<file path="src/rtl/ctr_pkg.sv">
package ctr_pkg;

    // Decoded kind of read access presented on the bus this cycle.
    typedef enum logic [1:0] {
        SEL_IDLE  = 2'd0,
        SEL_LO    = 2'd1,
        SEL_HI    = 2'd2,
        SEL_OTHER = 2'd3
    } rd_sel_e;

endpackage

</file>
<file path="src/rtl/ctr_tick_gen.sv">
module ctr_tick_gen #(
    parameter int unsigned DIV = 50
) (
    input  logic clk,
    input  logic rst_n,
    output logic tick
);
    localparam int unsigned PW = (DIV > 1) ? $clog2(DIV) : 1;
    localparam logic [PW-1:0] LAST = PW'(DIV - 1);

    typedef struct packed {
        logic [PW-1:0] phase;
    } tick_st_t;

    tick_st_t st_d, st_q;

    always_comb begin
        st_d = st_q;
        if (st_q.phase == LAST) begin
            st_d.phase = '0;
        end else begin
            st_d.phase = st_q.phase + PW'(1);
        end
    end

    always_ff @(posedge clk) begin
        if (!rst_n) begin
            st_q <= '0;
        end else begin
            st_q <= st_d;
        end
    end

    assign tick = (st_q.phase == LAST);

    generate
        if (DIV > 1) begin : g_spacing
            // with a divider above one, two ticks are never adjacent
            a_r2_tick_spacing: assert property (@(posedge clk) disable iff (!rst_n)
                tick |=> !tick);
        end
    endgenerate

endmodule

</file>
<file path="src/rtl/ctr_count_core.sv">
module ctr_count_core #(
    parameter int unsigned    CNT_W = 64,
    parameter logic [CNT_W-1:0] START = '0
) (
    input  logic             clk,
    input  logic             rst_n,
    input  logic             tick,
    output logic [CNT_W-1:0] count
);
    typedef struct packed {
        logic [CNT_W-1:0] value;
    } cnt_st_t;

    cnt_st_t st_d, st_q;

    always_comb begin
        st_d = st_q;
        if (tick) begin
            st_d.value = st_q.value + CNT_W'(1);
        end
    end

    always_ff @(posedge clk) begin
        if (!rst_n) begin
            st_q.value <= START;
        end else begin
            st_q <= st_d;
        end
    end

    assign count = st_q.value;

    // a tick advances the count by one
    a_r2_step: assert property (@(posedge clk) disable iff (!rst_n)
        tick |=> (count == $past(count) + CNT_W'(1)));
    // without a tick the count holds
    a_r2_hold: assert property (@(posedge clk) disable iff (!rst_n)
        !tick |=> $stable(count));
    // all ones rolls over to zero
    a_r3_wrap: assert property (@(posedge clk) disable iff (!rst_n)
        (tick && (&count)) |=> (count == '0));

endmodule

</file>
<file path="src/rtl/ctr_read_decode.sv">
module ctr_read_decode
    import ctr_pkg::*;
#(
    parameter int unsigned        ADDR_W  = 8,
    parameter logic [ADDR_W-1:0]  LO_ADDR = 8'h24,
    parameter logic [ADDR_W-1:0]  HI_ADDR = 8'h28
) (
    input  logic              rd_en,
    input  logic [ADDR_W-1:0] rd_addr,
    output rd_sel_e           sel
);
    always_comb begin
        if (!rd_en) begin
            sel = SEL_IDLE;
        end else if (rd_addr == LO_ADDR) begin
            sel = SEL_LO;
        end else if (rd_addr == HI_ADDR) begin
            sel = SEL_HI;
        end else begin
            sel = SEL_OTHER;
        end
    end

    // only one kind of access can be chosen, and an idle bus chooses none
    always_comb begin
        if (!rd_en) begin
            a_r7_idle_decode: assert (sel == SEL_IDLE);
        end
    end

endmodule

</file>
<file path="src/rtl/ctr_snap_port.sv">
module ctr_snap_port
    import ctr_pkg::*;
#(
    parameter int unsigned CNT_W = 64,
    parameter int unsigned BUS_W = 32
) (
    input  logic             clk,
    input  logic             rst_n,
    input  rd_sel_e          sel,
    input  logic [CNT_W-1:0] count,
    output logic [BUS_W-1:0] rd_data
);
    localparam int unsigned HI_W = CNT_W - BUS_W;

    typedef struct packed {
        logic [HI_W-1:0]  snap_hi;
        logic [BUS_W-1:0] data;
    } port_st_t;

    port_st_t st_d, st_q;

    always_comb begin
        st_d = st_q;
        case (sel)
            SEL_LO: begin
                st_d.data    = count[BUS_W-1:0];
                st_d.snap_hi = count[CNT_W-1:BUS_W];
            end
            SEL_HI: begin
                st_d.data = BUS_W'(st_q.snap_hi);
            end
            SEL_OTHER: begin
                st_d.data = '0;
            end
            default: begin
                st_d.data = st_q.data;
            end
        endcase
    end

    always_ff @(posedge clk) begin
        if (!rst_n) begin
            st_q <= '0;
        end else begin
            st_q <= st_d;
        end
    end

    assign rd_data = st_q.data;

    // a low-word read captures the upper half of the count seen at that edge
    a_r4_capture: assert property (@(posedge clk) disable iff (!rst_n)
        (sel == SEL_LO) |=> (st_q.snap_hi == $past(count[CNT_W-1:BUS_W])));
    // low-word data is the lower half of the count seen at the request edge
    a_r4_low_data: assert property (@(posedge clk) disable iff (!rst_n)
        (sel == SEL_LO) |=> (rd_data == $past(count[BUS_W-1:0])));
    // only a low-word read may move the snapshot
    a_r6_snap_hold: assert property (@(posedge clk) disable iff (!rst_n)
        (sel != SEL_LO) |=> $stable(st_q.snap_hi));
    // unmapped reads return zero
    a_r7_other_zero: assert property (@(posedge clk) disable iff (!rst_n)
        (sel == SEL_OTHER) |=> (rd_data == '0));
    // an idle bus keeps the read data
    a_r7_idle_hold: assert property (@(posedge clk) disable iff (!rst_n)
        (sel == SEL_IDLE) |=> $stable(rd_data));

endmodule

</file>
<file path="src/rtl/split_read_counter.sv">
module split_read_counter
    import ctr_pkg::*;
#(
    parameter int unsigned       CNT_W   = 64,
    parameter int unsigned       BUS_W   = 32,
    parameter int unsigned       ADDR_W  = 8,
    parameter logic [ADDR_W-1:0] LO_ADDR = 8'h24,
    parameter logic [ADDR_W-1:0] HI_ADDR = 8'h28,
    parameter int unsigned       CLK_HZ  = 100_000_000,
    parameter int unsigned       TICK_HZ = 2_000_000,
    parameter logic [CNT_W-1:0]  START   = '0
) (
    input  logic              clk,
    input  logic              rst_n,
    input  logic              rd_en,
    input  logic [ADDR_W-1:0] rd_addr,
    output logic [BUS_W-1:0]  rd_data
);
    localparam int unsigned DIV = (CLK_HZ / TICK_HZ > 0) ? CLK_HZ / TICK_HZ : 1;

    logic             tick;
    logic [CNT_W-1:0] count;
    rd_sel_e          sel;

    ctr_tick_gen #(
        .DIV (DIV)
    ) u_tick (
        .clk   (clk),
        .rst_n (rst_n),
        .tick  (tick)
    );

    ctr_count_core #(
        .CNT_W (CNT_W),
        .START (START)
    ) u_count (
        .clk   (clk),
        .rst_n (rst_n),
        .tick  (tick),
        .count (count)
    );

    ctr_read_decode #(
        .ADDR_W  (ADDR_W),
        .LO_ADDR (LO_ADDR),
        .HI_ADDR (HI_ADDR)
    ) u_decode (
        .rd_en   (rd_en),
        .rd_addr (rd_addr),
        .sel     (sel)
    );

    ctr_snap_port #(
        .CNT_W (CNT_W),
        .BUS_W (BUS_W)
    ) u_port (
        .clk     (clk),
        .rst_n   (rst_n),
        .sel     (sel),
        .count   (count),
        .rd_data (rd_data)
    );

    // the first cycle out of reset shows the start value and empty read data
    a_r1_reset_state: assert property (@(posedge clk)
        $rose(rst_n) |-> (count == START && rd_data == '0));

endmodule

</file>
<file path="config.mk">
export PLATFORM = sky130hd
export DESIGN_NAME = split_read_counter
export DESIGN_NICKNAME = d
export VERILOG_FILES = /design/src/rtl/ctr_pkg.sv /design/src/rtl/ctr_tick_gen.sv /design/src/rtl/ctr_count_core.sv /design/src/rtl/ctr_read_decode.sv /design/src/rtl/ctr_snap_port.sv /design/src/rtl/split_read_counter.sv
export SDC_FILE = /design/constraint.sdc
export NUM_CORES = 1
export LEC_CHECK = 0
export ABC_AREA = 1
export BUFFER_PORTS_ARGS = -buffer_cell sky130_fd_sc_hd__buf_2
export CAP_MARGIN = 20
export CORE_MARGIN = 10
export CORE_UTILIZATION = 55
export DETAILED_ROUTE_END_ITERATION = 8
export PLACE_DENSITY = 0.85
export SYNTH_ARGS = -nofsm -noshare
export SYNTH_HDL_FRONTEND = slang
export SYNTH_HIERARCHICAL = 1
export SYNTH_SLANG_ARGS = --single-unit
</file>
<file path="constraint.sdc">
create_clock -name clk -period 2.65 [get_ports clk]
set_input_delay 0.1325 -clock clk [delete_from_list [all_inputs] [get_ports clk]]
set_output_delay 0.1325 -clock clk [all_outputs]
set_load 0.005 [all_outputs]
</file>
### Word-level counts from Yosys, hierarchy flattened

Cells that the tools add are included.

| word-level totals | value |
|---|---|
| bits in registers | 134 |
| logic and storage cells | 19 |

| operators by class | value |
|---|---|
| add/subtract/negate cells | 2 |
| equality and inequality tests | 6 |
| muxes and demuxes | 4 |
| bitwise logic cells | 1 |
| reduce and logical (&&, ||, !) cells | 2 |

Operators by type and width:

| kind | count |
|---|---|
| case mux 32 bit (3 select lines) | 1 |
| adder 64 x 1 -> 64 bit, second input constant | 1 |
| equality test 8 x 6 -> 1 bit, second input constant | 2 |
| adder 6 x 1 -> 6 bit, second input constant | 1 |
| equality test 6 bit, second input constant | 1 |
| equality test 2 bit, second input constant | 2 |
| two-way mux 2 bit | 2 |
| nonzero test 3 bit | 1 |
| equality test 2 x 1 -> 1 bit, second input constant | 1 |
| OR reduction 2 bit | 1 |
| two-way mux 1 bit | 1 |
| NOT 1 bit | 1 |

### Depth between registers and ports, before layout

| depth | value |
|---|---|
| word-level depth | 6 |
| mapped depth | 15 |
| depth with buffers taken out | 14 |

### By module

The synthesis kept the hierarchy.

Modules (own cells, without submodules):

| module | instances | cells an instance | area an instance (µm²) |
|---|---|---|---|
| ctr_count_core | 1 | 619 | 3,839.9 |
| ctr_snap_port | 1 | 419 | 2,976.6 |
| ctr_tick_gen | 1 | 33 | 271.5 |
| ctr_read_decode | 1 | 16 | 60.1 |

### Worst setup path after synthesis

No wires, ideal clock.

| timing path | value |
|---|---|
| path kind | reg2reg |
| from | register u_tick/st_q[0] in the netlist's numbering |
| to | register u_count.st_q (netlist bit u_count/count[63]) |
| library setup time | 0.115 ns |
| arrival | 1.585 ns |
| path slack | 0.950 ns |
| stages on the path, launching flop included | 11 |
| path buffers | 1 |
| clock period less this slack | 1.700 ns |
| cells stage by stage | dfxtp_1 ha_1 nand3_2 inv_1 buf_4 nand2_1 or3b_2 nor2_1 nand3_1 nand2_1 nor2_1 |

| on the way | value |
|---|---|
| word-level cells in the longest chain between the ends | 1 |

Ends and longest elaborated chain:

| what | RTL line | source |
|---|---|---|
| from (decl) | ctr_tick_gen.sv:15 | `tick_st_t st_d, st_q;` |
| from (signal assigned) | ctr_tick_gen.sv:30 | `st_q <= st_d;` |
| equality test 6 bit | ctr_tick_gen.sv:34 | `assign tick = (st_q.phase == LAST);` |
| named net tick | split_read_counter.sv:21 | `logic tick;` |
| to (signal assigned) | ctr_count_core.sv:27 | `st_q <= st_d;` |
| to (decl) | ctr_count_core.sv:14 | `cnt_st_t st_d, st_q;` |

The timed path passes the listed nets, and every way through them passes these cells.
A chain may end at the register's enable or synchronous reset.

### Final worst setup path

| timing path | value |
|---|---|
| from | register u_tick/st_q[0] in the netlist's numbering |
| to | register u_count.st_q (netlist bit u_count/count[22]) |

Same word-level chain as after synthesis.

==> results.toml <==
[worst_hold_path]
hp-class = "primary input to flip-flop"

[worst_setup_path]
ff2ff_path_depth = 13
criticalPathCategory = "flip-flop to flip-flop"
start_kind = "flip-flop"
r2r-start = "u_tick/st_q[0]"
crit_path_end = "u_count/count[22]"
critical_path.startpoint = "u_tick/st_q[0]"
path_max_fanout = 9
cp.required_ns = 2.93
r2r_end = "u_count/count[22]"
rrSetupSlack_ns = 0.67
crit_arrival_ns = 2.26
worstSetupEndpointType = "flip-flop"

[drt]
avgRoutedWirePerCell_um = 14.87
viasPerCell = 5.390
wl_met3_mm = 1.650
wl_met1_mm = 8.250
drt_first_pass_iters = 6
routed_wl_mm = 18.91
first_iter_violations = 774
routed-wl-met2_mm = 8.623
drc = 0
via_count = 6851
ant_nets = 0
routed.top_layer = "met4"

[logic_synthesis]
synth_cells = 1087
syn_nets = 1101
synth_seq_cells = 134
yosysUniqueCellTypes = 35
syn_area_um2 = 7148
synth_area_per_cell_um2 = 6.576
yosysSeqAreaShare = 0.3753
yosysWarnings = 6

[timing]
skew_ns = 0.009407
rsz0062_at_grt = "false"
maxSlewHeadroom = 0.4016
min_period_ns = 1.977
tightest_slew_ns = 0.8966
period_share = 0.7460
final-setup-viol-count = 0
drv_slew = 0
hold_viol = 0
tns_ns = 0
max_freq_ghz = 0.5059

[global_route]
first_global_vias = 6286
grt_first_pass_wirelength_mm = 31.11
globalRouteOverflowTotal = 0
antenna_found_initial = 0
grt_start_max_net_pins = 108
grt_usage = 0.2116

[power_and_ir_drop]
p_leak_uw = 0.003440
pwr-share-clk = 0.519
vdd_drop_max_mv = 0.5013
powerDensity_nw_per_um2 = 611.1
netSwitchingPower_uw = 1034
swShare = 0.2162
pwr-share-seq = 0.437
p_int_uw = 3748
comb_power_share = 0.044

[final_layout]
num_antenna_cells = 0
fill_cells = 1157
post_layout_nonfiller_instances = 1271
layout.nets = 1100
final_cell_mix = "239 x nand2_1, 219 x nor2_1, 142 x nand3_1"
layout_commonest_cell = "nand2_1"
final_core_util = 0.6176
synthToLayoutAreaGrowth_pct = 9.470
drive_above_1_share = 0.1228

[clock_tree]
clock-sinks = 134
cts_resized = 0
cts_root_buf = "clkbuf_16"
path_clk_slew_ns = 0.06
cts_tree = "yes"
clock_latency_ns = 0.43
holdBufCountCts = 0
numCtsBuffers = 17
htree_num_levels = 4
post_cts_buffers = 0
cts_max_path_buffers = 2

[run_status]
run_status = "complete, no violations"

[floorplanning]
initial_utilization = 0.5641
num_rows = 41
dieArea_um2 = 17960
dieWidth_um = 134
die_height_um = 134
core_um2 = 12670
num_io_pins = 43

[placement]
place_congestion = 0.9375
io_buffers = 42
dp_cells = 1239
dp_hpwl_mm = 13.75

[job]
maxCapViolCount = 0
-- through the flow --
step | instance area [um^2] | hold WS [ns] | setup slack (ns) | total power [uW]
CTS | 7825 | 0.2465 | 0.7120 | 4798
finish | 7825 | 0.2397 | 0.6732 | 4782
global placement | 7194 | 0.4640 | 0.8266 | 2332
global route | 7825 | 0.2802 | 0.5093 | 4924
detailed placement | 7194 | 0.4718 | 0.7392 | 2337
floorplan | 7148 | 0.3048 | 0.9497 | 2293
-- layout make-up --
type / instances / area, um^2 / share of cell area
flip-flops and latches: 134 / 2683 / 0.3428
multi-input cells: 775 / 3602 / 0.4603
inverters: 107 / 404.1 / 0.05165
well taps: 172 / 215.2 / 0.02750
clock inverters: 7 / 115.1 / 0.01471
clock buffers: 25 / 515.5 / 0.06588
repair buffers: 51 / 290.3 / 0.03710
-- critical path, stage by stage (launching register included) --
cell	delay [ns]
dfxtp_1	0.40
ha_1	0.21
nand3_2	0.10
inv_1	0.09
buf_4	0.15
nand2_1	0.09
nor2_2	0.13
nand3_1	0.22
inv_2	0.12
nand2_2	0.07
inv_2	0.07
nand3_1	0.07
nand2_1	0.08
nor2_1	0.04
-- cells by family (layout without fill, tap and decap cells) --
group	Yosys count	in the layout	share of synthesized area
AOI/OAI and AO/OA	82	82	0.05986
xor gates and xnor gates	17	17	0.02083
adders and majority gates	3	3	0.005252
buffers and inverters	178	190	0.1215
DFF	134	134	0.3753
and+or+nand+nor	673	673	0.4173
-- worst min-delay path by stage --
stage	startpoint	endpoint	slack (ns)	depth (start not counted)
6_report	rst_n	u_port/rd_data[1]	0.24	4
5_1_grt	rst_n	u_count/count[43]	0.28	4
4_1_cts	rst_n	u_count/count[43]	0.25	4
3_5_place_dp	u_port/st_q[33]	u_port/st_q[33]	0.47	2
3_3_place_gp	u_tick/st_q[0]	u_tick/st_q[0]	0.46	1
2_1_floorplan	rst_n	u_tick/st_q[1]	0.30	2
-- flip-flops by register name, indices dropped and copies added, names as in the netlist --
name and flops:
u_count/count 64, u_port/rd_data 32, u_port/st_q 32, u_tick/st_q 6
-- power by group through the flow --
stage | registers, uW | clock network (uW) | logic [uW]
floorplan | 2110 | 0 | 178
global placement | 2130 | 0 | 203
detailed placement | 2130 | 0 | 208
CTS | 2090 | 2500 | 209
global route | 2090 | 2590 | 239
finish | 2090 | 2480 | 211
-- routing by layer --
layer / GRT usage / vias to the layer above
met4: 0.08162 / 0
li1: - / 3395
met1: 0.2668 / 3129
met3: 0.05004 / 41
met2: 0.3420 / 286
met5: 0 / -
-- synth_stat cells, drive strengths merged --
cell / count / area share
clkbuf: 8 / 0.0042
a211oi: 1 / 0.0011
nor2: 251 / 0.15
nand3b: 1 / 0.0011
o21ai: 46 / 0.032
nand3: 145 / 0.10
nor3b: 1 / 0.0011
nand4: 10 / 0.0088
inv: 107 / 0.057
and2: 3 / 0.0026
xnor2: 5 / 0.0061
nor3: 7 / 0.0049
or3b: 1 / 0.0012
dfxtp: 134 / 0.38
buf: 63 / 0.061
a21oi: 29 / 0.020
nand2: 250 / 0.14
nor4: 1 / 0.00088
o21bai: 3 / 0.0032
xor2: 12 / 0.015
ha: 3 / 0.0053
and3: 3 / 0.0026
o21a: 3 / 0.0032
Note: power is estimated with default switching activity, not from simulation.
